===== src/rtl/thread_count_estimator.sv =====
module thread_count_estimator #(
  parameter int NUM_CORES    = 32,
  parameter int ACC_W        = 32,
  parameter int TRAIN_CYCLES = 4096
) (
  input  logic                           clk,
  input  logic                           rst_n,
  input  logic                           start_i,
  input  logic                           cs_enter_i,
  input  logic                           cs_exit_i,
  input  logic                           xfer_i,
  input  logic [ACC_W-1:0]               total_bw_i,
  output logic [$clog2(NUM_CORES+1)-1:0] thread_cnt_o,
  output logic                           done_o
);

  localparam int CNT_W  = $clog2(NUM_CORES+1);
  localparam int WIN_W  = $clog2(TRAIN_CYCLES);
  localparam int STEP_W = $clog2(ACC_W) + 1;
  localparam logic [ACC_W-1:0] CORES_W = ACC_W'(NUM_CORES);
  localparam logic [ACC_W-1:0] SQ_TOP  = ACC_W'(1) << (ACC_W-2);

  localparam logic [2:0] S_IDLE  = 3'd0;
  localparam logic [2:0] S_TRAIN = 3'd1;
  localparam logic [2:0] S_CSLD  = 3'd2;
  localparam logic [2:0] S_DIVCS = 3'd3;
  localparam logic [2:0] S_SQRT  = 3'd4;
  localparam logic [2:0] S_BWLD  = 3'd5;
  localparam logic [2:0] S_DIVBW = 3'd6;
  localparam logic [2:0] S_FIN   = 3'd7;

  logic [2:0]       state_q;
  logic             cs_q;
  logic [WIN_W-1:0] win_q;
  logic [ACC_W-1:0] in_q, out_q, xf_q, tbw_q;
  logic [ACC_W-1:0] rem_q, quo_q, dvs_q;
  logic [ACC_W-1:0] op_q, res_q, bit_q;
  logic [STEP_W-1:0] step_q;
  logic [ACC_W-1:0] ncs_q;
  logic [CNT_W-1:0] cnt_q;
  logic             done_q;

  function automatic logic [ACC_W-1:0] sat_inc(input logic [ACC_W-1:0] v);
    return (&v) ? v : v + 1'b1;
  endfunction

  function automatic logic [ACC_W-1:0] lift(input logic [ACC_W-1:0] v);
    return (v == '0) ? ACC_W'(1) : v;
  endfunction

  logic [ACC_W:0]   rem_sh, diff;
  logic             div_ge;
  logic [ACC_W-1:0] rem_nx, quo_nx;
  assign rem_sh = {rem_q, quo_q[ACC_W-1]};
  assign diff   = rem_sh - {1'b0, dvs_q};
  assign div_ge = ~diff[ACC_W];
  assign rem_nx = div_ge ? diff[ACC_W-1:0] : rem_sh[ACC_W-1:0];
  assign quo_nx = {quo_q[ACC_W-2:0], div_ge};

  logic [ACC_W-1:0] sq_trial, op_nx, res_nx;
  logic             sq_ge;
  assign sq_trial = res_q + bit_q;
  assign sq_ge    = op_q >= sq_trial;
  assign op_nx    = sq_ge ? op_q - sq_trial : op_q;
  assign res_nx   = sq_ge ? (res_q >> 1) + bit_q : res_q >> 1;

  logic [ACC_W-1:0] nbw_w, min_a, min_b;
  assign nbw_w = lift(quo_q);
  assign min_a = (ncs_q < nbw_w) ? ncs_q : nbw_w;
  assign min_b = (min_a < CORES_W) ? min_a : CORES_W;

  wire last_div  = step_q == STEP_W'(ACC_W-1);
  wire last_sqrt = step_q == STEP_W'(ACC_W/2-1);

  always_ff @(posedge clk or negedge rst_n) begin
    if (!rst_n) begin
      state_q <= S_IDLE;
      cs_q    <= 1'b0;
      win_q   <= '0;
      in_q    <= '0;
      out_q   <= '0;
      xf_q    <= '0;
      tbw_q   <= '0;
      rem_q   <= '0;
      quo_q   <= '0;
      dvs_q   <= '0;
      op_q    <= '0;
      res_q   <= '0;
      bit_q   <= '0;
      step_q  <= '0;
      ncs_q   <= '0;
      cnt_q   <= '0;
      done_q  <= 1'b0;
    end else begin
      done_q <= 1'b0;
      case (state_q)
        S_IDLE: if (start_i) begin
          cs_q    <= 1'b0;
          win_q   <= '0;
          in_q    <= '0;
          out_q   <= '0;
          xf_q    <= '0;
          tbw_q   <= total_bw_i;
          state_q <= S_TRAIN;
        end
        S_TRAIN: begin
          cs_q <= cs_enter_i ? 1'b1 : (cs_exit_i ? 1'b0 : cs_q);
          if (cs_q) in_q <= sat_inc(in_q);
          else      out_q <= sat_inc(out_q);
          if (xfer_i) xf_q <= sat_inc(xf_q);
          if (win_q == WIN_W'(TRAIN_CYCLES-1)) state_q <= S_CSLD;
          else win_q <= win_q + 1'b1;
        end
        S_CSLD: begin
          if (in_q == '0) begin
            ncs_q   <= CORES_W;
            state_q <= S_BWLD;
          end else begin
            rem_q   <= '0;
            quo_q   <= out_q;
            dvs_q   <= in_q;
            step_q  <= '0;
            state_q <= S_DIVCS;
          end
        end
        S_DIVCS: begin
          rem_q  <= rem_nx;
          quo_q  <= quo_nx;
          step_q <= step_q + 1'b1;
          if (last_div) begin
            op_q    <= quo_nx;
            res_q   <= '0;
            bit_q   <= SQ_TOP;
            step_q  <= '0;
            state_q <= S_SQRT;
          end
        end
        S_SQRT: begin
          op_q   <= op_nx;
          res_q  <= res_nx;
          bit_q  <= bit_q >> 2;
          step_q <= step_q + 1'b1;
          if (last_sqrt) begin
            ncs_q   <= lift(res_nx);
            state_q <= S_BWLD;
          end
        end
        S_BWLD: begin
          if (xf_q == '0) begin
            quo_q   <= CORES_W;
            state_q <= S_FIN;
          end else begin
            rem_q   <= '0;
            quo_q   <= tbw_q;
            dvs_q   <= xf_q;
            step_q  <= '0;
            state_q <= S_DIVBW;
          end
        end
        S_DIVBW: begin
          rem_q  <= rem_nx;
          quo_q  <= quo_nx;
          step_q <= step_q + 1'b1;
          if (last_div) state_q <= S_FIN;
        end
        default: begin
          cnt_q   <= CNT_W'(min_b);
          done_q  <= 1'b1;
          state_q <= S_IDLE;
        end
      endcase
    end
  end

  assign thread_cnt_o = cnt_q;
  assign done_o       = done_q;

endmodule



===== config.mk =====
export PLATFORM = sky130hd
export DESIGN_NAME = thread_count_estimator
export DESIGN_NICKNAME = d
export VERILOG_FILES = /design/src/rtl/thread_count_estimator.sv
export SDC_FILE = /design/constraint.sdc
export NUM_CORES = 1
export LEC_CHECK = 0
export BUFFER_PORTS_ARGS = -buffer_cell sky130_fd_sc_hd__buf_2
export CAP_MARGIN = 20
export CORE_AREA = 2 2 210 212
export CTS_CLUSTER_DIAMETER = 40
export DETAILED_ROUTE_END_ITERATION = 8
export DIE_AREA = 0 0 212 214
export PLACE_DENSITY_LB_ADDON = 0.05
export SLEW_MARGIN = 20
export SYNTH_ARGS = -nofsm -noshare
export SYNTH_HDL_FRONTEND = slang
export SYNTH_SLANG_ARGS = --single-unit

===== constraint.sdc =====
create_clock -name clk -period 13.4 [get_ports clk]
set_clock_uncertainty 0.2 [all_clocks]
set_input_delay 1.34 -clock clk [delete_from_list [all_inputs] [get_ports clk]]
set_output_delay 1.34 -clock clk [all_outputs]
set_load 0.02 [all_outputs]

==> impl_metrics.toml <==
[layout]
fin_area_um2 = 25960
layout-drive-gt1-share_pct = 8.354
antenna_cells = 0
area_growth_pct = 11.11
layout.nets = 2892

[synthesis]
synth_most_common_cell = "nand2_1"
ys_top_cells_by_count = "nand2_1, dfrtp_1, nor2_1, o21ai_0, a21oi_1"
ys_seq_area_share_pct = 39.09
synth_edf_count = 0
synth_top_cell_by_area = "dfrtp_1"
synthFlopType = "dfrtp_1"
netlist_area_um2 = 23370
yosys-top-cells-area = "dfrtp_1, ha_1, nand2_1"
synth-async-reset-ratio_pct = 100.0
yosysWarnings = 0
syn_area_per_cell_um2 = 8.563
synth_top_area_share_pct = 39.09
syn_nets = 2905
synthCells = 2729
ys_types = 91
ys_seq_elements = 365

[clocking]
htree_levels = 2
cts.repair.resized = 0
clk_latency_ns = 0.63
cts_hold_buf = 0
clk_pin_slew_worst_paths_ns = 0.06
cts_sinks = 365
cts_setup_buffers = 0
clk_path_buf_depth = 3
cts_tree = "yes"
cts_root_buf = "clkbuf_16"
cts_buffers = 57

[timing]
hold_viol_final = 0
hold_ws_ns = 0.2847
max_freq_mhz = 162.1
setup_viol = 0
timing.final.crit_share_pct = 46.04
slew_violations = 0
final.min_clock_period_ns = 6.170
finalSetupTns_ns = 0
max_slew_margin_pct = 30.78
worstMarginPinSlew_ns = 1.036
setup_slack_ns = 7.230
rsz0062_at_grt = "no"

[pwr]
fin_total_pwr_uw = 6470
p_leak_uw = 0.01183
pwr_density_cell_nw_per_um2 = 249.2
peakVddDrop_mv = 0.2011

[detailed_routing]
wl_met1_um = 32990
post_drt_wl_per_cell_um = 19.79
drt_iter0_drc = 1936
viasPerCell = 6.126
num_vias = 20520
first_pass_iters = 6
drt-total-wl_um = 66280
drc = 0
top_layer = "met4"
drtAntennaViolNets = 0
met3_length_um = 4799
wl_met2_um = 27330

[worst_setup_path]
crit_path_start_kind = "flip-flop"
rrSetupSlack_ns = 7.23
r2r-end = "op_q[22]"
critPathRequiredTime_ns = 13.66
crit_fanout = 49
crit_type = "flip-flop to flip-flop"
r2r-start = "res_q[2]"
end_kind = "flip-flop"
worstRegToRegCells = 21
cp.arrival_ns = 6.43

[min_path]
holdPathStages = 2
holdPathEnd = "tbw_q[17]"
min_from = "tbw_q[17]"
hold_path_class = "flip-flop to flip-flop"

[grt]
antenna_found_initial = 0
grt_pass1_wl_um = 106200
gr-total-overflow = 0
grt_max_degree = 112
track_usage_pct = 29.34
grt_pass1_vias = 19220

[die]
die_w_um = 212
fp.dieArea_um2 = 45370
die_y_um = 214
pin_count = 45
start_util_pct = 54.49
core-area_um2 = 42890
rows = 76

[flow_run]
max_cap_viol_count = 0

[place]
port_buffers = 44
place_ws_ns = 7.314
gp_congestion = 0.9306
dpl_cell_area_um2 = 23910
dpl.hpwl_um = 47220

[status]
status = "finished clean"
through the flow:
step           util (%)  cells
6_report          60.54   3350
4_1_cts           60.44   3349
5_1_grt           60.54   3350
2_1_floorplan         -   2729
3_3_place_gp      55.75   3241
3_5_place_dp      55.76   3241
placed cells by master (no fill, tap or decap), types with 36 or more instances in the layout:
| cell | n |
|---|---|
| a21o_1 | 44 |
| a21oi_1 | 166 |
| a31oi_1 | 62 |
| buf_2 | 43 |
| clkbuf_16 | 58 |
| dfrtp_1 | 365 |
| ha_1 | 136 |
| inv_1 | 106 |
| nand2_1 | 433 |
| nand3_1 | 75 |
| nand4_1 | 56 |
| nor2_1 | 255 |
| nor4_1 | 36 |
| o21ai_0 | 188 |
| xnor2_1 | 81 |
| xor2_1 | 112 |
cell families (layout without fill, tap and decap cells):
kind of cell / count (synthesis) / after routing / synth area share (%)
AND/OR/NAND/NOR: 1067 / 1067 / 21.18
AO/OA/AOI/OAI: 691 / 691 / 19.20
flip-flops: 365 / 365 / 39.09
buffers and inverters: 242 / 278 / 4.353
XOR/XNOR: 194 / 194 / 7.304
adder cells (fa/ha/maj): 138 / 138 / 7.453
multiplexers: 32 / 32 / 1.424
area by class of cell:
| class | instances | area, um^2 |
|---|---|---|
| fill | 3816 | 16920 |
| multi-input combinational | 2122 | 13290 |
| sequential | 365 | 9134 |
| clock buffer | 67 | 1535 |
| tap | 585 | 732.0 |
| clock inverter | 41 | 471.7 |
| timing repair buffer | 64 | 400.4 |
| inverter | 106 | 397.9 |
report_power, final:
group,total (uW),switching [uW],internal [uW],leakage [uW]
sequential,1890,449,1440,0.00483
clock,1530,595,937,0.000956
combinational,3050,1890,1160,0.00604
total,6470,2930,3540,0.0118
worst max-delay path: stages, from the launching register on:
cell      delay [ns]
dfrtp_1         0.45
ha_1            0.37
a31oi_1         0.26
o21bai_1        0.14
a31o_2          0.29
a21oi_1         0.33
o21ai_0         0.20
and2_1          0.22
a31oi_1         0.22
xor2_1          0.22
ha_1            0.34
and2_2          0.25
or4_1           0.40
a221o_1         0.37
o211ai_2        0.30
nand2_1         0.09
buf_4           0.28
a21oi_4         0.25
buf_4           0.45
nor3_1          0.08
mux2i_1         0.15
o311ai_0        0.13
worst max path at each step:
stage	from	end	slack (ns)	cells past startpoint
after floorplan	res_q[2]	ncs_q[0]	8.36	19
after global placement	res_q[2]	op_q[22]	7.50	21
after detailed placement	res_q[2]	op_q[22]	7.31	21
after CTS	res_q[2]	op_q[22]	7.28	21
after global routing	res_q[2]	op_q[22]	6.93	21
final	res_q[2]	op_q[22]	7.23	21
layer usage:
metal	up-vias	track usage (%)
met2	715	41.51
met4	0	6.854
li1	9746	-
met3	91	3.914
met5	-	0
met1	9970	47.01
Note: power is estimated with default switching activity, not from simulation.
